==> src/rtl/uart_pkt_pkg.sv <==
package uart_pkt_pkg;

   typedef enum logic [1:0] {
      ST_IDLE,
      ST_START,
      ST_DATA,
      ST_STOP
   } rx_state_e;

   // oversample ticks in one full character (start + data + optional ninth + stop)
   function automatic int char_ticks(input int data_w, input int osr, input bit ninth);
      return (data_w + 2 + (ninth ? 1 : 0)) * osr;
   endfunction

endpackage

==> src/rtl/uart_pkt_sync.sv <==
module uart_pkt_sync #(
   parameter int STAGES = 2
) (
   input  logic clk,
   input  logic rst_n,
   input  logic din,
   output logic dout
);
   logic [STAGES-1:0] q;

   for (genvar i = 0; i < STAGES; i++) begin : g_stage
      if (i == 0) begin : g_first
         always_ff @(posedge clk) begin
            if (!rst_n) q[i] <= 1'b1;
            else        q[i] <= din;
         end
      end else begin : g_next
         always_ff @(posedge clk) begin
            if (!rst_n) q[i] <= 1'b1;
            else        q[i] <= q[i-1];
         end
      end
   end

   assign dout = q[STAGES-1];
endmodule

==> src/rtl/uart_pkt_framer.sv <==
module uart_pkt_framer
   import uart_pkt_pkg::*;
#(
   parameter int OSR    = 16,
   parameter int DATA_W = 8
) (
   input  logic              clk,
   input  logic              rst_n,
   input  logic              tick,
   input  logic              line,
   input  logic              nine_en,
   output logic              done,
   output logic              fail,
   output logic [DATA_W:0]   word
);
   localparam int CNT_W = $clog2(OSR);
   localparam int BIT_W = $clog2(DATA_W + 2);
   localparam logic [CNT_W-1:0] MID  = CNT_W'(OSR/2 - 1);
   localparam logic [CNT_W-1:0] LAST = CNT_W'(OSR - 1);

   rx_state_e         state;
   logic [CNT_W-1:0]  cnt;
   logic [BIT_W-1:0]  bitn;
   logic [BIT_W-1:0]  last_bit;
   logic [DATA_W:0]   shreg;
   logic              nine_lat;
   logic [DATA_W:0]   aligned;

   assign last_bit = nine_lat ? BIT_W'(DATA_W) : BIT_W'(DATA_W - 1);
   assign aligned  = nine_lat ? shreg : {1'b0, shreg[DATA_W:1]};

   always_ff @(posedge clk) begin
      if (!rst_n) begin
         state    <= ST_IDLE;
         cnt      <= '0;
         bitn     <= '0;
         shreg    <= '0;
         nine_lat <= 1'b0;
         done     <= 1'b0;
         fail     <= 1'b0;
         word     <= '0;
      end else begin
         done <= 1'b0;
         fail <= 1'b0;
         if (tick) begin
            case (state)
               ST_IDLE: begin
                  if (!line) begin
                     state    <= ST_START;
                     cnt      <= '0;
                     nine_lat <= nine_en;
                  end
               end
               ST_START: begin
                  if (cnt == MID) begin
                     cnt  <= '0;
                     bitn <= '0;
                     state <= line ? ST_IDLE : ST_DATA;
                  end else begin
                     cnt <= cnt + 1'b1;
                  end
               end
               ST_DATA: begin
                  if (cnt == LAST) begin
                     cnt   <= '0;
                     shreg <= {line, shreg[DATA_W:1]};
                     bitn  <= bitn + 1'b1;
                     if (bitn == last_bit) state <= ST_STOP;
                  end else begin
                     cnt <= cnt + 1'b1;
                  end
               end
               ST_STOP: begin
                  if (cnt == LAST) begin
                     cnt   <= '0;
                     state <= ST_IDLE;
                     word  <= aligned;
                     if (line) done <= 1'b1;
                     else      fail <= 1'b1;
                  end else begin
                     cnt <= cnt + 1'b1;
                  end
               end
               default: state <= ST_IDLE;
            endcase
         end
      end
   end
endmodule

==> src/rtl/uart_pkt_idle.sv <==
module uart_pkt_idle
   import uart_pkt_pkg::*;
#(
   parameter int OSR    = 16,
   parameter int DATA_W = 8
) (
   input  logic clk,
   input  logic rst_n,
   input  logic tick,
   input  logic line,
   input  logic nine_en,
   output logic quiet
);
   localparam int MAXT = char_ticks(DATA_W, OSR, 1'b1);
   localparam int CW   = $clog2(MAXT + 1);

   logic [CW-1:0] cnt;
   logic [CW-1:0] limit;

   assign limit = nine_en ? CW'(char_ticks(DATA_W, OSR, 1'b1))
                          : CW'(char_ticks(DATA_W, OSR, 1'b0));
   assign quiet = (cnt >= limit);

   always_ff @(posedge clk) begin
      if (!rst_n)            cnt <= '0;
      else if (tick) begin
         if (!line)          cnt <= '0;
         else if (!quiet)    cnt <= cnt + 1'b1;
      end
   end
endmodule

==> src/rtl/uart_pkt_rx.sv <==
module uart_pkt_rx #(
   parameter int OSR         = 16,
   parameter int DATA_W      = 8,
   parameter int SYNC_STAGES = 2,
   parameter bit ADDR_EN     = 1'b1
) (
   input  logic              clk,
   input  logic              rst_n,
   input  logic              os_tick,
   input  logic              rx_line,
   input  logic              nine_bit_mode,
   output logic [DATA_W-1:0] rx_data,
   output logic              rx_addr,
   output logic              rx_valid,
   output logic              rx_sop,
   output logic              rx_err
);
   if (OSR < 4 || (OSR % 2) != 0) begin : g_bad_osr
      $error("uart_pkt_rx: OSR must be even and at least 4");
   end
   if (DATA_W < 5 || DATA_W > 9) begin : g_bad_width
      $error("uart_pkt_rx: DATA_W must lie in 5..9");
   end
   if (SYNC_STAGES < 2) begin : g_bad_sync
      $error("uart_pkt_rx: SYNC_STAGES must be at least 2");
   end

   logic            line_s;
   logic            nine_en;
   logic            f_done;
   logic            f_fail;
   logic [DATA_W:0] f_word;
   logic            quiet;
   logic            blocked;
   logic            gap;

   if (ADDR_EN) begin : g_addr
      assign nine_en = nine_bit_mode;
   end else begin : g_noaddr
      assign nine_en = nine_bit_mode & 1'b0;
   end

   uart_pkt_sync #(.STAGES(SYNC_STAGES)) u_sync (
      .clk  (clk),
      .rst_n(rst_n),
      .din  (rx_line),
      .dout (line_s)
   );

   uart_pkt_framer #(.OSR(OSR), .DATA_W(DATA_W)) u_framer (
      .clk    (clk),
      .rst_n  (rst_n),
      .tick   (os_tick),
      .line   (line_s),
      .nine_en(nine_en),
      .done   (f_done),
      .fail   (f_fail),
      .word   (f_word)
   );

   uart_pkt_idle #(.OSR(OSR), .DATA_W(DATA_W)) u_idle (
      .clk    (clk),
      .rst_n  (rst_n),
      .tick   (os_tick),
      .line   (line_s),
      .nine_en(nine_en),
      .quiet  (quiet)
   );

   always_ff @(posedge clk) begin
      if (!rst_n) begin
         blocked  <= 1'b0;
         gap      <= 1'b1;
         rx_valid <= 1'b0;
         rx_err   <= 1'b0;
         rx_sop   <= 1'b0;
         rx_addr  <= 1'b0;
         rx_data  <= '0;
      end else begin
         rx_valid <= 1'b0;
         rx_err   <= 1'b0;
         rx_sop   <= 1'b0;
         if (quiet) begin
            blocked <= 1'b0;
            gap     <= 1'b1;
         end
         if (f_fail && !blocked) begin
            rx_err  <= 1'b1;
            blocked <= 1'b1;
         end
         if (f_done && !blocked) begin
            rx_valid <= 1'b1;
            rx_data  <= f_word[DATA_W-1:0];
            rx_addr  <= f_word[DATA_W];
            rx_sop   <= gap | f_word[DATA_W];
            gap      <= 1'b0;
         end
      end
   end
endmodule

==> config.mk <==
export PLATFORM = sky130hd
export DESIGN_NAME = uart_pkt_rx
export DESIGN_NICKNAME = d
export VERILOG_FILES = /design/src/rtl/uart_pkt_pkg.sv /design/src/rtl/uart_pkt_sync.sv /design/src/rtl/uart_pkt_framer.sv /design/src/rtl/uart_pkt_idle.sv /design/src/rtl/uart_pkt_rx.sv
export SDC_FILE = /design/constraint.sdc
export NUM_CORES = 1
export LEC_CHECK = 0
export BUFFER_PORTS_ARGS = -buffer_cell sky130_fd_sc_hd__buf_2
export CAP_MARGIN = 15
export CORE_MARGIN = 3
export CORE_UTILIZATION = 59
export DETAILED_ROUTE_END_ITERATION = 10
export PLACE_DENSITY = 0.87
export SETUP_SLACK_MARGIN = 0.05
export SLEW_MARGIN = 0
export SYNTH_ARGS = -nofsm -noshare
export SYNTH_HDL_FRONTEND = slang
export SYNTH_SLANG_ARGS = --single-unit
==> constraint.sdc <==
create_clock -name clk -period 2.3 [get_ports clk]
set_clock_uncertainty 0.2 [all_clocks]
set_input_delay 0.115 -clock clk [delete_from_list [all_inputs] [get_ports clk]]
set_output_delay 0.115 -clock clk [all_outputs]
set_load 0.02 [all_outputs]
Word-level counts from Yosys, hierarchy flattened
Index checks and enable logic that the tools add are counted.

storage, ports and cells
  register bits = 55
  input port bits = 5
  output and inout port bits = 12
  logic and storage cells = 80

operators by class
  $add $sub $neg = 3
  order comparisons = 1
  eq/ne operators = 12
  multiplexer cells = 27
  bitwise operators = 2
  reductions and logical operators = 17

operators with widths
  operator                                                         number
  4-bit 2-to-1 mux                                                 6
  8-bit 2-to-1 mux                                                 2
  2-bit 2-to-1 mux                                                 6
  4-bit case mux with 3 select lines                               1
  9-bit 2-to-1 mux                                                 1
  3-bit AND reduction                                              3
  4-bit by 1-bit adder with 4-bit output, second input constant    2
  8-bit by 1-bit adder with 8-bit output, second input constant    1
  8-bit >= comparator                                              1
  1-bit 2-to-1 mux                                                 8
  2-bit by 1-bit != test with 1-bit output, second input constant  4
  2-bit case mux with 4 select lines                               1
  4-bit case mux with 2 select lines                               1
  4-bit AND reduction                                              2
  2-bit AND reduction                                              3
  6-bit AND reduction                                              1
  2-bit nonzero test                                               3
  5-bit 2-to-1 mux                                                 1
  2-bit == test, second input constant                             2
  4-bit by 3-bit == test with 1-bit output, second input constant  1
  4-bit == test                                                    1
  4-bit == test, second input constant                             1
  2-bit != test, second input constant                             2
  2-bit by 1-bit == test with 1-bit output, second input constant  1
  6 further kinds                                                  7

Depth between registers and ports, before layout
Gate-level depths: netlist of the first run.

  depth after elaboration = 5
  depth in mapped cells = 8
  depth with buffers taken out = 7

Cells and area by module
A second synthesis of the first run with hierarchy kept.

unflattened totals
  cells, all modules = 277
  area, all modules = 2641.3 um2

by module, submodules not included
  module           instances  cells each  area each (um2)  seq. area each (um2)
  uart_pkt_framer  1          150         1527.7           620.6
  uart_pkt_idle    1          70          540.5            160.2
  uart_pkt_rx      1          53          520.5            280.3
  uart_pkt_sync    1          4           52.6             40.0

Worst setup path after synthesis of the first run
Ideal clock, no wire load.

  path kind = register -> register
  from = register u_framer.state[0]
  to = register (tool-made name)
  data arrival time = 1767 ps
  setup slack = 202 ps
  cell stages (with the launch flop) = 8
  buffers on the path = 0
  clock period less this slack = 2098 ps
  path through = dfxtp_1 -> inv_1 -> ha_1 -> or2_1 -> o311ai_2 -> nand2_1 -> o311ai_1 -> o41ai_1

RTL lines
  element                   line                   RTL
  start: declaration        uart_pkt_framer.sv:21  rx_state_e state;
  start signal: assignment  uart_pkt_framer.sv:58  state <= line ? ST_IDLE : ST_DATA;

==> reports/results.md, run 1 <==
Outcome
* status: finished, final reports clean

Synth
* post-synthesis cell type count: 45
* synth cell count leaders: 55 x sky130_fd_sc_hd__dfxtp_1, 32 x sky130_fd_sc_hd__nor2_1, 30 x sky130_fd_sc_hd__nand2_1, 20 x sky130_fd_sc_hd__mux2i_1, 19 x sky130_fd_sc_hd__a21oi_1
* number of synthesized register bits: 55
* fraction of registers with async set or reset after synthesis: 0
* count of synthesis-stage warnings from yosys: 0
* sequential cell area fraction in the yosys report: 0.458
* library cell with the highest instance count after synthesis: sky130_fd_sc_hd__dfxtp_1
* cell area after technology mapping: 2400 um2
* number of instances in the synthesized netlist: 269
* most area-hungry cell type in the Yosys netlist: sky130_fd_sc_hd__dfxtp_1
* top-area cell type share of the netlist area: 0.458
* number of enable flip-flop cells after synthesis: 0
* top_reg_cell synth: sky130_fd_sc_hd__dfxtp_1
* nets in the synthesized netlist: 284
* mean post-synth cell area: 8.94 um2
* top cells by area in the synthesized netlist: sky130_fd_sc_hd__dfxtp_1 46%, sky130_fd_sc_hd__mux2i_1 8.3%, sky130_fd_sc_hd__ha_1 5.2%

Layout
* net count reported at finish: 306
* Antenna diodes: 0
* share of post-route cells with drive strength above 1: 0.134
* non-filler instance count after layout: 340
* number of filler cells placed in the layout: 288
* Layout area overhead: 12.6%

Power
* Worst VDD drop: 456 uV
* leak pwr: 1.07 nW
* power density normalized to cell area: 619 nW/um2

Place
* post-placement cell count: 328
* DP HPWL: 3.14 mm
* setup slack after placement: 0.128 ns
* final RePlAce weighted congestion: 0.805
* number of buffers added on ports: 16

Critical path
* Critical Path Fanout Max: 6
* data required time of the worst path: 2.29 ns
* startpoint type of the worst setup path: flop
* start-to-end type of the worst setup path: reg -> reg
* nature of the critical path endpoint: flop
* CP Data Arrival Time: 2.14 ns

GRT
* initial antenna violation count: 0
* maximum number of pins on one net before global-route repair: 24
* overflow left after global routing: 0
* combined global-route utilization of all metal layers: 0.186
* first-pass GRT wire length: 7.49 mm
* via count of the first global-routing pass: 1,762

STA
* final slew viol count: 0
* fraction of the cycle the final worst path needs: 0.933
* setup violation total in the final timing report: 0
* number of hold violations in the final report: 0
* maximum operating frequency: 466 MHz
* sum of negative setup slack: 0 ns
* final worst setup slack: 0.154 ns
* unrepaired setup endpoints after global routing: no
* Max transition margin: 0.529
* shortest clock period the worst path allows after layout: 2.15 ns
* slew at the pin closest to its max-slew limit: 0.706 ns
* Hold Worst Slack: 0.0488 ns

Floorplanning
* I/O pin total: 17
* floorplan die width: 69.8 um
* Row Count: 22
* core footprint: 3800 um2
* effective utilization at floorplan: 0.633
* Die Footprint: 4880 um2
* die height: 69.8 um

CTS
* number of buffers added by the clock tree synthesis step: 5
* root cell of the clock tree: sky130_fd_sc_hd__clkbuf_8
* level count of the clock H-tree: 2
* clock edge transition at the registers on the reported setup and hold paths: 0.09 ns
* maximum buffer depth of the clock tree: 2
* Clock Sink Count: 55
* insertion delay to the later sink of the worst-skew pair: 0.31 ns
* clock tree from TritonCTS: built

Job
* count of max-cap constraint violations: 0

Worst hold path
* kind of path behind the tightest hold check: in -> reg

Drt
* post-detailed-routing wire length: 4.39 mm
* via-per-instance ratio: 5.66
* First DRT Iteration DRCs: 74
* DRC viols: 0
* Routed wire per std cell: 12.9 um
* remaining number of nets flagged by the antenna check after routing: 0
* first-pass detailed-route iteration total: 4
* detailed-route via count: 1,924

[state kept, by name (all words and copies together), names as in the netlist, 4 cells and up, named ones only]
name and flops:
rx_data 8, u_framer.bitn 4, u_framer.cnt 4, u_framer.shreg 9, u_framer.word 9, u_idle.cnt 8
[cell type report]
cell class	instances	area [um2]	share of cell area
multi-input combinational	194	1230	0.455
sequential	55	1100	0.407
timing repair buffer	27	173	0.0637
clock buffer	5	68.8	0.0254
tap	48	60.1	0.0222
clock inverter	3	43.8	0.0162
inverter	8	30.0	0.0111
[layer usage]
layer | wire (um) | up-vias | GRT usage
met1 | 2130 | 883 | 0.232
met5 | 0 | - | 0
met4 | 76 | 0 | 0.0745
met3 | 175 | 9 | 0.0522
met2 | 2010 | 42 | 0.303
li1 | - | 990 | -
[per-stage QoR]
| step | util | cell area, um2 | power, mW |
|---|---|---|---|
| 2_1_floorplan | - | 2400 | 1.04 |
| 3_5_place_dp | 0.669 | 2540 | 1.06 |
| 6_report | 0.713 | 2710 | 1.68 |
| 5_1_grt | 0.713 | 2710 | 1.73 |
| 4_1_cts | 0.709 | 2700 | 1.69 |
| 3_3_place_gp | 0.669 | 2540 | 1.06 |
[where the power goes]
group | internal, mW | switching [mW] | leakage, nW
sequential | 0.959 | 0.00682 | 0.444
clock | 0.324 | 0.305 | 0.0581
combinational | 0.0332 | 0.0498 | 0.564
[critical path: stages, from the launching register on]
cell and delay (ns):
sky130_fd_sc_hd__dfxtp_2 0.35, sky130_fd_sc_hd__inv_1 0.06, sky130_fd_sc_hd__ha_1 0.23, sky130_fd_sc_hd__buf_4 0.16, sky130_fd_sc_hd__or3_1 0.39, sky130_fd_sc_hd__o311ai_4 0.10
sky130_fd_sc_hd__nand2_2 0.13, sky130_fd_sc_hd__o311ai_1 0.29, sky130_fd_sc_hd__o41ai_1 0.12
[final timing paths]
path | cells after the start | startpoint | slack [ns] | endpoint
min | 3 | os_tick | 0.05 | u_framer.fail
max reg2reg | 8 | u_framer.state[0] | 0.15 | flop
min reg2reg | 1 | u_sync.q[0] | 0.22 | u_sync.dout
max | 8 | u_framer.state[0] | 0.15 | flop
[kinds of logic (layout without fill, tap and decap cells)]
family,count (synthesis),after routing,synth area share
muxes,20,20,0.0832
adders and majority gates,10,10,0.0520
buffers and inverters,20,43,0.0354
DFF,55,55,0.458
AOI/OAI and AO/OA,52,52,0.136
xor gates and xnor gates,4,4,0.0146
and+or+nand+nor,108,108,0.221
[placed cells by master (no fill, tap or decap), types with 2 or more instances in the layout]
cell	synthesis	layout
sky130_fd_sc_hd__dfxtp_1	55	54
sky130_fd_sc_hd__nor2_1	32	32
sky130_fd_sc_hd__nand2_1	30	29
sky130_fd_sc_hd__mux2i_1	20	20
sky130_fd_sc_hd__a21oi_1	19	19
sky130_fd_sc_hd__buf_2	2	16
sky130_fd_sc_hd__nand3_1	11	11
sky130_fd_sc_hd__ha_1	10	10
sky130_fd_sc_hd__o21ai_0	9	9
sky130_fd_sc_hd__a211oi_1	8	8
sky130_fd_sc_hd__inv_1	7	7
sky130_fd_sc_hd__buf_4	0	7
sky130_fd_sc_hd__or3_1	5	5
sky130_fd_sc_hd__clkbuf_8	0	5
sky130_fd_sc_hd__nand4_1	4	4
sky130_fd_sc_hd__nand2b_1	4	4
sky130_fd_sc_hd__dlygate4sd3_1	0	4
sky130_fd_sc_hd__nor3_1	3	3
sky130_fd_sc_hd__a31oi_1	3	3
sky130_fd_sc_hd__nand3b_1	3	3
sky130_fd_sc_hd__and3_1	3	3
sky130_fd_sc_hd__o21ai_1	2	2
sky130_fd_sc_hd__nor2b_1	2	2
sky130_fd_sc_hd__xnor2_1	2	2
sky130_fd_sc_hd__nand2_2	1	2
sky130_fd_sc_hd__nand4b_1	2	2
sky130_fd_sc_hd__a21o_1	2	2
sky130_fd_sc_hd__nor4_1	2	2
sky130_fd_sc_hd__xor2_1	2	2
[repair_timing]
action	in CTS	in global routing
hold endpoints to repair	8	0
buffers inserted	0	0
hold buffers	4	0
setup endpoints to repair	0	2
gates resized for setup	0	3
Power figures use the tool's default switching activity.
==> run 2: changes to the inputs <==
--- a/config.mk
+++ b/config.mk
@@ -5,11 +5,13 @@
 export SDC_FILE = /design/constraint.sdc
 export NUM_CORES = 1
 export LEC_CHECK = 0
-export BUFFER_PORTS_ARGS = -buffer_cell sky130_fd_sc_hd__buf_2
+export BUFFER_PORTS_ARGS = -buffer_cell sky130_fd_sc_hd__buf_4
 export CAP_MARGIN = 15
+export CORE_ASPECT_RATIO = 2
 export CORE_MARGIN = 3
 export CORE_UTILIZATION = 59
 export DETAILED_ROUTE_END_ITERATION = 10
+export MAX_ROUTING_LAYER = met4
 export PLACE_DENSITY = 0.87
 export SETUP_SLACK_MARGIN = 0.05
 export SLEW_MARGIN = 0
==> run 2 against run 1 <==
Compared with the run above: die area up 0.95%; via count about the same; sequential cell count unchanged; first-iteration DRC count down 54%; fmax down 0.19%; cell count unchanged; register-to-register slack about the same; power down 0.52%; sequential share of layout area down 0.55 points; critical path type unchanged; largest power group unchanged; highest routed layer unchanged.
==> reports/results.md, run 2 (synthesis results as in run 1) <==
STA
* final slew viol count: 0
* shortest clock period the worst path allows after layout: 2.15 ns
* Hold Worst Slack: 0.0281 ns
* fraction of the cycle the final worst path needs: 0.935
* Max transition margin: 0.603
* setup violation total in the final timing report: 0
* sum of negative setup slack: 0 ns
* number of hold violations in the final report: 0
* slew at the pin closest to its max-slew limit: 0.592 ns
* final worst setup slack: 0.150 ns
* maximum operating frequency: 465 MHz
* unrepaired setup endpoints after global routing: no

CTS
* insertion delay to the later sink of the worst-skew pair: 0.30 ns
* clock tree from TritonCTS: built
* root cell of the clock tree: sky130_fd_sc_hd__clkbuf_8
* maximum buffer depth of the clock tree: 2
* clock edge transition at the registers on the reported setup and hold paths: 0.10 ns
* level count of the clock H-tree: 2
* number of buffers added by the clock tree synthesis step: 5
* setup bufs post-CTS: 0
* Clock Sink Count: 55

GRT
* combined global-route utilization of all metal layers: 0.206
* via count of the first global-routing pass: 1,847
* overflow left after global routing: 0
* first-pass GRT wire length: 7.62 mm
* maximum number of pins on one net before global-route repair: 30
* initial antenna violation count: 0

Floorplanning
* Die Footprint: 4920 um2
* floorplan die width: 51.1 um
* Row Count: 32
* I/O pin total: 17
* core footprint: 3880 um2
* effective utilization at floorplan: 0.619
* die height: 96.3 um

Drt
* via-per-instance ratio: 5.66
* First DRT Iteration DRCs: 34
* post-detailed-routing wire length: 4.52 mm
* first-pass detailed-route iteration total: 4
* DRC viols: 0
* detailed-route via count: 1,925
* remaining number of nets flagged by the antenna check after routing: 0
* Routed wire per std cell: 13.3 um

Outcome
* status: finished, final reports clean

Critical path
* startpoint type of the worst setup path: flop
* Slowest-stage cell, CP: sky130_fd_sc_hd__dfxtp_1
* data required time of the worst path: 2.29 ns
* Critical Path Fanout Max: 6
* cell chain of the critical path: inv_2 > ha_1 > or2_1 > o311ai_4 > nand2_2 > o311ai_1 > o41ai_1
* CP Data Arrival Time: 2.14 ns
* longest individual stage delay on the worst path: 0.40 ns
* nature of the critical path endpoint: flop
* start-to-end type of the worst setup path: reg -> reg

Place
* final RePlAce weighted congestion: 0.909
* setup slack after placement: 0.0520 ns
* DP HPWL: 3.35 mm
* number of buffers added on ports: 16

Layout
* share of post-route cells with drive strength above 1: 0.125
* leading cell types in the layout, fill and taps excluded: 55 x sky130_fd_sc_hd__dfxtp_1, 32 x sky130_fd_sc_hd__nor2_1, 29 x sky130_fd_sc_hd__nand2_1
* Antenna diodes: 0
* net count reported at finish: 304
* leading registers by flop count: u_framer.shreg (9), u_framer.word (9)
* most common cell after layout, fill and taps aside: sky130_fd_sc_hd__dfxtp_1
* Layout area overhead: 14.0%

Power
* Worst VDD drop: 441 uV
* Pwr Total: 1.67 mW
* leak pwr: 1.06 nW
* power density normalized to cell area: 608 nW/um2

Job
* count of max-cap constraint violations: 0

Worst hold path
* kind of path behind the tightest hold check: in -> reg

run 2: worst paths after layout:
check,from,endpoint,slack [ns],depth (start not counted)
worst max-delay path,u_framer.state[0],flop,0.15,7
worst min-delay path,os_tick,u_framer.fail,0.03,3
worst max register to register,u_framer.state[0],flop,0.15,7
worst min register to register,u_sync.q[0],u_sync.dout,0.22,1
run 2: timing repair:
action / 4_1_cts / 5_1_grt
setup endpoints to repair: 1 / 3
resized for setup: 1 / 2
hold buffers: 4 / 0
pin swaps: 0 / 1
hold endpoints to repair: 8 / 0
cloned: 0 / 0
run 2: metrics by stage:
stage,util,instance area [um2],cells
2_1_floorplan,-,2400,269
3_3_place_gp,0.665,2580,329
3_5_place_dp,0.665,2580,329
4_1_cts,0.706,2740,340
5_1_grt,0.706,2740,340
6_report,0.706,2740,340
run 2: where the power goes:
group	internal (mW)	switching, mW	leakage, nW
registers	0.958	0.00729	0.444
logic	0.0351	0.0514	0.561
clock network	0.318	0.298	0.0502
run 2: final cells by class:
class / instances / area (um2)
Timing Repair Buffer: 25 / 210
Fill cell: 319 / 1140
Sequential cell: 55 / 1100
Inverter: 8 / 30.0
Multi-Input combinational cell: 194 / 1230
Tap cell: 51 / 63.8
Clock inverter: 2 / 37.5
Clock buffer: 5 / 68.8
run 2: per-layer routing:
metal  share of wire  wire length [um]  GRT usage  up-vias
li1                -                 -          -      982
met1            0.38              1730      0.193      899
met2            0.56              2530      0.383       36
met3           0.040               180     0.0434        8
met4           0.016                74      0.106        0
met5               0                 0          -        -
run 2: critical path: cells and delay by family, from the launching register on:
| family | cells | cell delay [ns] |
|---|---|---|
| buf+inv | 1 | 0.09 |
| simple gates | 2 | 0.40 |
| flops | 1 | 0.40 |
| compound gates | 3 | 0.71 |
| fa+ha+maj | 1 | 0.23 |
